<file path="config.mk">
export PLATFORM = sky130hd
export DESIGN_NAME = blkcopy_engine
export DESIGN_NICKNAME = d
export VERILOG_FILES = /design/src/rtl/blkcopy_pkg.sv /design/src/rtl/blkcopy_seq.sv /design/src/rtl/blkcopy_regs.sv /design/src/rtl/blkcopy_timer.sv /design/src/rtl/blkcopy_engine.sv
export SDC_FILE = /design/constraint.sdc
export NUM_CORES = 1
export LEC_CHECK = 0
export ABC_AREA = 1
export ABC_CLOCK_PERIOD_IN_PS = 5300
export CORE_MARGIN = 2
export CORE_UTILIZATION = 65
export DETAILED_ROUTE_END_ITERATION = 8
export DONT_BUFFER_PORTS = 1
export GPL_ROUTABILITY_DRIVEN = 0
export PLACE_DENSITY = 0.78
export SYNTH_ARGS = -nofsm -noshare
export SYNTH_HDL_FRONTEND = slang
export SYNTH_SLANG_ARGS = --single-unit
export TNS_END_PERCENT = 20
</file>
<file path="constraint.sdc">
create_clock -name clk -period 5.3 [get_ports clk]
set_clock_uncertainty 0.2 [all_clocks]
set_input_delay 0.265 -clock clk [delete_from_list [all_inputs] [get_ports clk]]
set_output_delay 0.265 -clock clk [all_outputs]
set_load 0.005 [all_outputs]
</file>
<file path="src/rtl/blkcopy_pkg.sv">
package blkcopy_pkg;

    typedef enum logic [2:0] {
        S_IDLE,
        S_FETCH1,
        S_FETCH2,
        S_READ,
        S_WRITE,
        S_INTERNAL
    } mc_state_e;

    localparam int unsigned FETCH_STATES    = 4;
    localparam int unsigned READ_STATES     = 3;
    localparam int unsigned WRITE_STATES    = 5;
    localparam int unsigned INTERNAL_STATES = 5;

    localparam int unsigned SHORT_ITER = 2 * FETCH_STATES + READ_STATES + WRITE_STATES;
    localparam int unsigned LONG_ITER  = SHORT_ITER + INTERNAL_STATES;

    localparam int unsigned FLG_SIGN = 7;
    localparam int unsigned FLG_ZERO = 6;
    localparam int unsigned FLG_HALF = 4;
    localparam int unsigned FLG_PV   = 2;
    localparam int unsigned FLG_SUB  = 1;
    localparam int unsigned FLG_CARRY = 0;

    function automatic int unsigned mc_len(mc_state_e s);
        int unsigned n;
        unique case (s)
            S_FETCH1, S_FETCH2: n = FETCH_STATES;
            S_READ:             n = READ_STATES;
            S_WRITE:            n = WRITE_STATES;
            S_INTERNAL:         n = INTERNAL_STATES;
            default:            n = 1;
        endcase
        return n;
    endfunction

endpackage

</file>
<file path="src/rtl/blkcopy_seq.sv">
module blkcopy_seq
    import blkcopy_pkg::*;
#(
    parameter int unsigned TW = 3
) (
    input  logic clk,
    input  logic rst_n,
    input  logic start,
    input  logic more,
    output logic busy,
    output logic load,
    output logic rd_en,
    output logic capture,
    output logic wr_en,
    output logic step,
    output logic iter_end,
    output logic last_iter
);

    mc_state_e     state, nxt;
    logic [TW-1:0] tcnt;
    logic          last_t;

    assign last_t = (tcnt == TW'(mc_len(state) - 1));

    // state register
    always_ff @(posedge clk) begin
        if (!rst_n) begin
            state <= S_IDLE;
            tcnt  <= '0;
        end else begin
            state <= nxt;
            tcnt  <= (state == S_IDLE || last_t) ? '0 : tcnt + 1'b1;
        end
    end

    // next state
    always_comb begin
        nxt = state;
        unique case (state)
            S_IDLE:     if (start)  nxt = S_FETCH1;
            S_FETCH1:   if (last_t) nxt = S_FETCH2;
            S_FETCH2:   if (last_t) nxt = S_READ;
            S_READ:     if (last_t) nxt = S_WRITE;
            S_WRITE:    if (last_t) nxt = more ? S_INTERNAL : S_IDLE;
            S_INTERNAL: if (last_t) nxt = S_FETCH1;
            default:    nxt = S_IDLE;
        endcase
    end

    // outputs
    always_comb begin
        busy      = (state != S_IDLE);
        load      = 1'b0;
        rd_en     = 1'b0;
        capture   = 1'b0;
        wr_en     = 1'b0;
        step      = 1'b0;
        iter_end  = 1'b0;
        last_iter = 1'b0;
        unique case (state)
            S_IDLE:     load = start;
            S_READ: begin
                rd_en   = (tcnt == '0);
                capture = (tcnt == TW'(1));
            end
            S_WRITE: begin
                wr_en     = (tcnt == '0);
                step      = last_t;
                iter_end  = last_t && !more;
                last_iter = last_t && !more;
            end
            S_INTERNAL: iter_end = last_t;
            default: ;
        endcase
    end

endmodule

</file>
<file path="src/rtl/blkcopy_regs.sv">
module blkcopy_regs
    import blkcopy_pkg::*;
#(
    parameter int unsigned AW = 16,
    parameter int unsigned CW = 16,
    parameter int unsigned DW = 8,
    parameter int unsigned FW = 8
) (
    input  logic          clk,
    input  logic          rst_n,
    input  logic          load,
    input  logic          dir_in,
    input  logic [AW-1:0] src_in,
    input  logic [AW-1:0] dst_in,
    input  logic [CW-1:0] cnt_in,
    input  logic [FW-1:0] flags_in,
    input  logic          capture,
    input  logic [DW-1:0] rdata,
    input  logic          step,
    output logic [AW-1:0] src_ptr,
    output logic [AW-1:0] dst_ptr,
    output logic [CW-1:0] byte_cnt,
    output logic [FW-1:0] flags,
    output logic [DW-1:0] data_q,
    output logic          more
);

    logic          dir_q;
    logic [CW-1:0] cnt_dec;
    logic [AW-1:0] delta;

    assign cnt_dec = byte_cnt - 1'b1;
    assign more    = |cnt_dec;
    assign delta   = dir_q ? {AW{1'b1}} : AW'(1);

    always_ff @(posedge clk) begin
        if (!rst_n) begin
            src_ptr  <= '0;
            dst_ptr  <= '0;
            byte_cnt <= '0;
            flags    <= '0;
            data_q   <= '0;
            dir_q    <= 1'b0;
        end else begin
            if (load) begin
                src_ptr  <= src_in;
                dst_ptr  <= dst_in;
                byte_cnt <= cnt_in;
                flags    <= flags_in;
                dir_q    <= dir_in;
            end
            if (capture) begin
                data_q <= rdata;
            end
            if (step) begin
                src_ptr          <= src_ptr + delta;
                dst_ptr          <= dst_ptr + delta;
                byte_cnt         <= cnt_dec;
                flags[FLG_HALF]  <= 1'b0;
                flags[FLG_SUB]   <= 1'b0;
                flags[FLG_PV]    <= more;
            end
        end
    end

endmodule

</file>
<file path="src/rtl/blkcopy_timer.sv">
module blkcopy_timer #(
    parameter int unsigned IW = 5
) (
    input  logic          clk,
    input  logic          rst_n,
    input  logic          load,
    input  logic          busy,
    input  logic          iter_end,
    input  logic          last_iter,
    output logic          iter_done,
    output logic          done,
    output logic [IW-1:0] iter_len
);

    logic [IW-1:0] run_cnt;

    always_ff @(posedge clk) begin
        if (!rst_n) begin
            run_cnt   <= '0;
            iter_len  <= '0;
            iter_done <= 1'b0;
            done      <= 1'b0;
        end else begin
            iter_done <= iter_end;
            done      <= last_iter;
            if (load) begin
                run_cnt <= '0;
            end else if (iter_end) begin
                iter_len <= run_cnt + 1'b1;
                run_cnt  <= '0;
            end else if (busy) begin
                run_cnt <= run_cnt + 1'b1;
            end
        end
    end

endmodule

</file>
<file path="src/rtl/blkcopy_engine.sv">
module blkcopy_engine
    import blkcopy_pkg::*;
#(
    parameter int unsigned AW = 16,
    parameter int unsigned CW = 16,
    parameter int unsigned DW = 8,
    parameter int unsigned FW = 8,
    parameter int unsigned IW = 5
) (
    input  logic          clk,
    input  logic          rst_n,
    input  logic          start,
    input  logic          dir_down,
    input  logic [AW-1:0] src_in,
    input  logic [AW-1:0] dst_in,
    input  logic [CW-1:0] cnt_in,
    input  logic [FW-1:0] flags_in,
    output logic          busy,
    output logic          done,
    output logic          iter_done,
    output logic [IW-1:0] iter_len,
    output logic [AW-1:0] src_ptr,
    output logic [AW-1:0] dst_ptr,
    output logic [CW-1:0] byte_cnt,
    output logic [FW-1:0] flags,
    output logic [AW-1:0] mem_addr,
    output logic          mem_rd,
    output logic          mem_wr,
    output logic [DW-1:0] mem_wdata,
    input  logic [DW-1:0] mem_rdata
);

    localparam int unsigned MAXMC = (WRITE_STATES > INTERNAL_STATES) ? WRITE_STATES : INTERNAL_STATES;
    localparam int unsigned TW    = $clog2(MAXMC);

    logic load, capture, step, iter_end, last_iter, more;

    blkcopy_seq #(.TW(TW)) u_seq (
        .clk       (clk),
        .rst_n     (rst_n),
        .start     (start),
        .more      (more),
        .busy      (busy),
        .load      (load),
        .rd_en     (mem_rd),
        .capture   (capture),
        .wr_en     (mem_wr),
        .step      (step),
        .iter_end  (iter_end),
        .last_iter (last_iter)
    );

    blkcopy_regs #(.AW(AW), .CW(CW), .DW(DW), .FW(FW)) u_regs (
        .clk      (clk),
        .rst_n    (rst_n),
        .load     (load),
        .dir_in   (dir_down),
        .src_in   (src_in),
        .dst_in   (dst_in),
        .cnt_in   (cnt_in),
        .flags_in (flags_in),
        .capture  (capture),
        .rdata    (mem_rdata),
        .step     (step),
        .src_ptr  (src_ptr),
        .dst_ptr  (dst_ptr),
        .byte_cnt (byte_cnt),
        .flags    (flags),
        .data_q   (mem_wdata),
        .more     (more)
    );

    blkcopy_timer #(.IW(IW)) u_timer (
        .clk       (clk),
        .rst_n     (rst_n),
        .load      (load),
        .busy      (busy),
        .iter_end  (iter_end),
        .last_iter (last_iter),
        .iter_done (iter_done),
        .done      (done),
        .iter_len  (iter_len)
    );

    assign mem_addr = mem_rd ? src_ptr : dst_ptr;

endmodule

</file>
* Yosys cells after proc, flatten, opt, wreduce, memory -nomap -nowiden *
Cells that the tools add are included.

word-level totals
  flip-flop bits (word level) = 83
  bits in latches = 0
  memory bits (writable) = 0
  ROM bits = 0
  input bits = 68
  output and inout bits = 90
  word-level logic and storage cells = 76
  memories = 0

cells by class
  add/subtract/negate cells = 6
  multipliers = 0
  div/mod/pow operators = 0
  magnitude comparators = 0
  equal/unequal tests = 13
  shift operators = 0
  multiplexer cells = 25
  bitwise logic cells = 2
  reduce and logical (&&, ||, !) cells = 16

operator list
  operator                                                number
  two-way mux 16 bit                                      8
  adder 16 bit                                            2
  two-way mux 3 bit                                       8
  case mux 3 bit (6 select lines)                         1
  OR reduction 16 bit                                     1
  subtractor 16 x 1 -> 16 bit (second input constant)     1
  inequality test 2 x 1 -> 1 bit (second input constant)  5
  case mux 3 bit (3 select lines)                         1
  OR reduction 2 bit                                      4
  == test 3 x 1 -> 1 bit (second input constant)          2
  == test 3 x 2 -> 1 bit (second input constant)          2
  == test 3 bit (second input constant)                   2
  logical NOT 3 bit                                       2
  AND reduction 6 bit                                     1
  adder 5 x 1 -> 5 bit (second input constant)            1
  two-way mux 1 bit                                       5
  AND reduction 2 bit                                     2
  adder 3 x 1 -> 3 bit (second input constant)            1
  == test 3 bit                                           1
  nonzero test 3 bit                                      1
  OR reduction 3 bit                                      1
  subtractor 3 x 1 -> 3 bit (second input constant)       1
  two-way mux 2 bit                                       1
  inequality test 2 bit (second input constant)           1
  other kinds (6)                                         7

* Depth between registers and ports, before layout *
  depth after elaboration = 8
  mapped depth = 16
  mapped depth without buffers = 14

* Hierarchy *
A second synthesis with hierarchy kept.

unflattened totals
  cells, all modules = 875
  area total of the unflattened synthesis = 5839.4 sq um

modules (own cells, without submodules)
  module          instances  cells an instance  area each (sq um)  sequential area each (sq um)
  blkcopy_regs    1          684                4563.1             1301.2
  blkcopy_seq     1          72                 534.3              120.1
  blkcopy_timer   1          67                 498.0              240.2
  blkcopy_engine  1          52                 244.0              0.0

* Least setup slack after synthesis *
OpenSTA, ideal clock, no wires.

  kind = register to register
  from = register u_regs.dir_q
  to = register u_regs.dst_ptr[14]
  library setup time = 132 ps
  arrival = 2407 ps
  data required time = 4968 ps
  setup slack = 2561 ps
  cell stages (with the launch flop) = 12
  path buffers = 0
  period minus slack after synthesis = 2739 ps
  cells stage by stage = dfxtp_1 -> inv_1 -> fa_1 -> nand3b_1 -> nand2_1 -> a21oi_1 -> o21ai_0 -> nand2_1 -> nand2_1 -> nand2_1 -> nand3_1 -> a21oi_1

on the way
  cells in the longest elaborated chain, start to end = 3

ends and longest elaborated chain
  item                    RTL line            text
  from (decl)             blkcopy_regs.sv:28  logic dir_q;
  from (signal assigned)  blkcopy_regs.sv:50  dir_q <= dir_in;
  two-way mux 16 bit      blkcopy_regs.sv:34  assign delta = dir_q ? {AW{1'b1}} : AW'(1);
  adder 16 bit            blkcopy_regs.sv:57  dst_ptr <= dst_ptr + delta;
  two-way mux 16 bit      blkcopy_regs.sv:55  if (step) begin
  to (signal assigned)    blkcopy_regs.sv:47  dst_ptr <= dst_in;
  to (signal assigned)    blkcopy_regs.sv:57
  to (decl)               blkcopy_regs.sv:21  output logic [AW-1:0] dst_ptr,

Every way passes these cells.
A chain may end at the register's enable or synchronous reset.

* Worst setup path in the final report *
  from = register u_seq.state[1]
  to = register u_regs.byte_cnt[12]

on the way
  cells in the longest elaborated chain, start to end = 7
  elaborated cells on any way between the ends = 15
  those cells by class = add/sub: 1; eq/ne: 6; mux: 4; reduce/logical: 4

ends and longest elaborated chain
  item                                                      RTL line            text
  from (decl)                                               blkcopy_seq.sv:20   mc_state_e state, nxt;
  from (signal assigned)                                    blkcopy_seq.sv:32   state <= nxt;
  == test 3 bit, or another cell as far along               blkcopy_pkg.sv:29   unique case (s)
  OR reduction 2 bit (on tied branches)                     --
  case mux 3 bit (3 select lines)                           blkcopy_pkg.sv:29
  subtractor 3 x 1 -> 3 bit                                 blkcopy_seq.sv:24   assign last_t = (tcnt == TW'(mc_len(state) - 1));
  == test 3 bit                                             blkcopy_seq.sv:24
  two-way mux 1 bit                                         blkcopy_seq.sv:61   unique case (state)
  two-way mux 16 bit or nonzero test 2 bit (tied branches)  --
  to (signal assigned)                                      blkcopy_regs.sv:48  byte_cnt <= cnt_in;
  to (signal assigned)                                      blkcopy_regs.sv:58  byte_cnt <= cnt_dec;
  to (decl)                                                 blkcopy_regs.sv:22  output logic [CW-1:0] byte_cnt,

Parallel ways exist; a longest one is shown, timed or not.

==> impl_metrics.json <==
{
  "status": "finished clean",
  "period_needed_ns": 3.366,
  "min_path_cells": 4,
  "port_buffers": 0,
  "final-hold-violation-count": 0,
  "final_nets": 1057,
  "totalNegativeSetupSlack_ns": 0,
  "yosys.cell_types.count": 41,
  "drtPass1Iterations": 5,
  "core_mm2": 0.008721,
  "p_int_w": 0.001656,
  "cts_tree": "done",
  "fmax_mhz": 297.1,
  "ant_nets": 0,
  "grt_use_total_pct": 35.48,
  "yosysTopAreaCellShare_pct": 28.33,
  "overflow": 0,
  "crit_path_start_kind": "flip-flop",
  "grt_pass1_wl_um": 28530,
  "drt_iter0_drc": 447,
  "relSlewSlack_pct": 32.79,
  "cts_root_buf": "clkbuf_8",
  "drc_errors": 0,
  "clkTransAtPathRegs_ns": 0.11,
  "synthTopCellsByCount": "271 x nand2_1, 89 x inv_1, 83 x dfxtp_1, 83 x nor2_1",
  "fp.dieH_um": 99.00,
  "hpwl_um": 12030,
  "power_density_mw_per_mm2": 519.4,
  "synthFlopType": "dfxtp_1",
  "cts.path.max_buffers": 2,
  "cp.required_ns": 5.42,
  "clock_latency_ns": 0.38,
  "netlist_area_mm2": 0.005866,
  "tightest_slew_ns": 1.007,
  "yosysTopAreaCell": "dfxtp_1",
  "num_rows": 34,
  "die_area_mm2": 0.009800,
  "grt_setup_unrepaired": "false",
  "postSynthCellCount": 912,
  "switching_share_pct": 51.92,
  "grt_pass1_vias": 5950,
  "grt_max_degree": 59,
  "yosysWarningCount": 0,
  "reg2regPathDepth": 11,
  "clock_sinks": 83,
  "vdd_drop_max_mv": 0.4113,
  "htreeDepth": 3,
  "num_vias": 6236,
  "timing.final.crit_share_pct": 63.51,
  "setup_violations": 0,
  "yosys.cell_count.top_type": "nand2_1",
  "ys_seq_elements": 83,
  "initial_core_util_pct": 67.26,
  "holdCritPathClass": "in2reg",
  "syn2layout_area_growth_pct": 13.05,
  "synth-seq-area-share_pct": 28.33,
  "syn-num-nets": 1017,
  "synthArstFlopShare_pct": 0,
  "cellLeakagePower_nw": 3.150,
  "syn_area_per_cell_um2": 6.432,
  "viasPerCell": 5.850,
  "drv_cap": 0,
  "switching_power_w": 0.001788,
  "antenna_found_initial": 1,
  "numCtsBuffers": 9,
  "p_clk_share_pct": 13.5,
  "die_w_um": 99.00,
  "pwr-share-seq_pct": 30.8,
  "drv_slew": 0,
  "drive_above_1_share_pct": 4.598,
  "layout_setup_ws_ns": 1.934,
  "routedWlPerCell_um": 16.49,
  "end_kind": "flip-flop",
  "synth.area.top_cells": "dfxtp_1 28%, nand2_1 17%, ha_1 7.5%, a21oi_1 6.6%, o21ai_0 6.6%",
  "synth_edf_count": 0,
  "pre_cts_ws_ns": 2.349,
  "cp_max_fo": 58,
  "crit_arrival_ns": 3.48,
  "io_pins": 158,
  "wl_um": 17580,
  "comb_power_share_pct": 55.7,
  "path_class": "reg2reg"
}
## power by group through the flow
| stage | registers, W | logic [W] | clock network (W) |
|---|---|---|---|
| 3_5_place_dp | 0.00107 | 0.00182 | 0 |
| 2_1_floorplan | 0.000989 | 0.00149 | 0 |
| 5_1_grt | 0.00108 | 0.00215 | 0.000486 |
| 3_3_place_gp | 0.00106 | 0.00175 | 0 |
| 4_1_cts | 0.00105 | 0.00187 | 0.000467 |
| 6_report | 0.00106 | 0.00192 | 0.000464 |
## timing repair
action / in CTS / in global routing
setup buffers: 0 / 0
hold buffers: 59 / 0
gates resized for setup: 0 / 0
hold endpoints to repair: 81 / 0
## final cells by class
class,instances,area (um^2)
diodes,1,2.502
clock buffers,10,137.6
clock inverters,6,53.80
fillers,703,2090
inverters,95,356.6
multi-input cells,699,3646
flip-flops and latches,83,1662
well taps,108,135.1
repair buffers,64,638.1
## cell families after synthesis
group | after synthesis | share of synthesized area (%)
AO/OA/AOI/OAI | 197 | 18.20
XOR/XNOR | 34 | 5.077
adder cells (fa/ha/maj) | 37 | 8.148
buffers and inverters | 130 | 9.599
flip-flops | 83 | 28.33
multiplexers | 2 | 0.3413
AND/OR/NAND/NOR | 429 | 30.31
## path summary, 6_finish.rpt
check,from,endpoint,slack (ns)
max,u_seq.state[1]$_SDFFE_PN0P_,u_regs.byte_cnt[12]$_SDFFE_PN0P_,1.93
min,cnt_in[14],u_regs.byte_cnt[14]$_SDFFE_PN0P_,0.01
max reg2reg,u_seq.state[1]$_SDFFE_PN0P_,u_regs.byte_cnt[12]$_SDFFE_PN0P_,1.93
min reg2reg,u_regs.flags[7]$_SDFFE_PN0P_,u_regs.flags[7]$_SDFFE_PN0P_,0.30
## critical path, cell delays in order, from the launching register on
cell	delay (ns)
dfxtp_1	0.38
inv_1	0.12
nand2_4	0.08
nor2_4	0.22
nand2_1	0.08
buf_4	0.27
inv_2	0.80
nand2_1	0.14
o21ai_0	0.15
o21ai_2	0.09
dlygate4sd3_1	0.58
a31oi_1	0.14
## per-stage QoR
step / std cells / cell area [um^2] / hold WS, ns / total power, W / utilization (%)
detailed placement: 990 / 5837 / 0.1941 / 0.002883 / 66.93
global route: 1066 / 6631 / 0.06645 / 0.003719 / 76.04
finish: 1066 / 6631 / 0.01316 / 0.003444 / 76.04
CTS: 1065 / 6629 / 0.003907 / 0.003391 / 76.01
global placement: 990 / 5837 / 0.1899 / 0.002814 / 66.93
floorplan: 912 / 5866 / 0.1999 / 0.002475 / -
## flip-flops by register name, summed over array words and instances, names as in the netlist
name,cells
u_seq.state,3
u_regs.dir_q,1
u_regs.data_q,8
u_seq.tcnt,3
u_timer.run_cnt,5
u_timer.done,1
u_regs.src_ptr,16
u_timer.iter_done,1
u_timer.iter_len,5
u_regs.flags,8
u_regs.dst_ptr,16
u_regs.byte_cnt,16
## metal layers
layer	share of wire, %	track usage, %	wire length (um)
met1	42	46.21	7381
met2	47	57.48	8198
met4	3.3	13.28	584
met5	0	0	0
met3	8.0	8.014	1413
## cell usage in the layout, fill, tap and decap left out, types with 4 or more instances in the layout
cell / netlist / routed
dfxtp_1: 83 / 83
xor2_1: 22 / 22
nand4_1: 4 / 4
o21a_1: 5 / 5
o21bai_1: 6 / 6
inv_6: 0 / 4
xnor2_1: 12 / 12
dlygate4sd3_1: 0 / 58
inv_2: 5 / 5
a21oi_1: 77 / 77
a31oi_1: 14 / 14
ha_1: 35 / 35
o21ai_0: 77 / 77
inv_1: 89 / 89
nor2_1: 83 / 83
nand3_1: 47 / 47
nand2_1: 271 / 271
nor3_1: 7 / 6
clkbuf_8: 0 / 10
buf_4: 1 / 5
o21ai_1: 6 / 6
No activity file was read; power rests on OpenSTA's default activity.
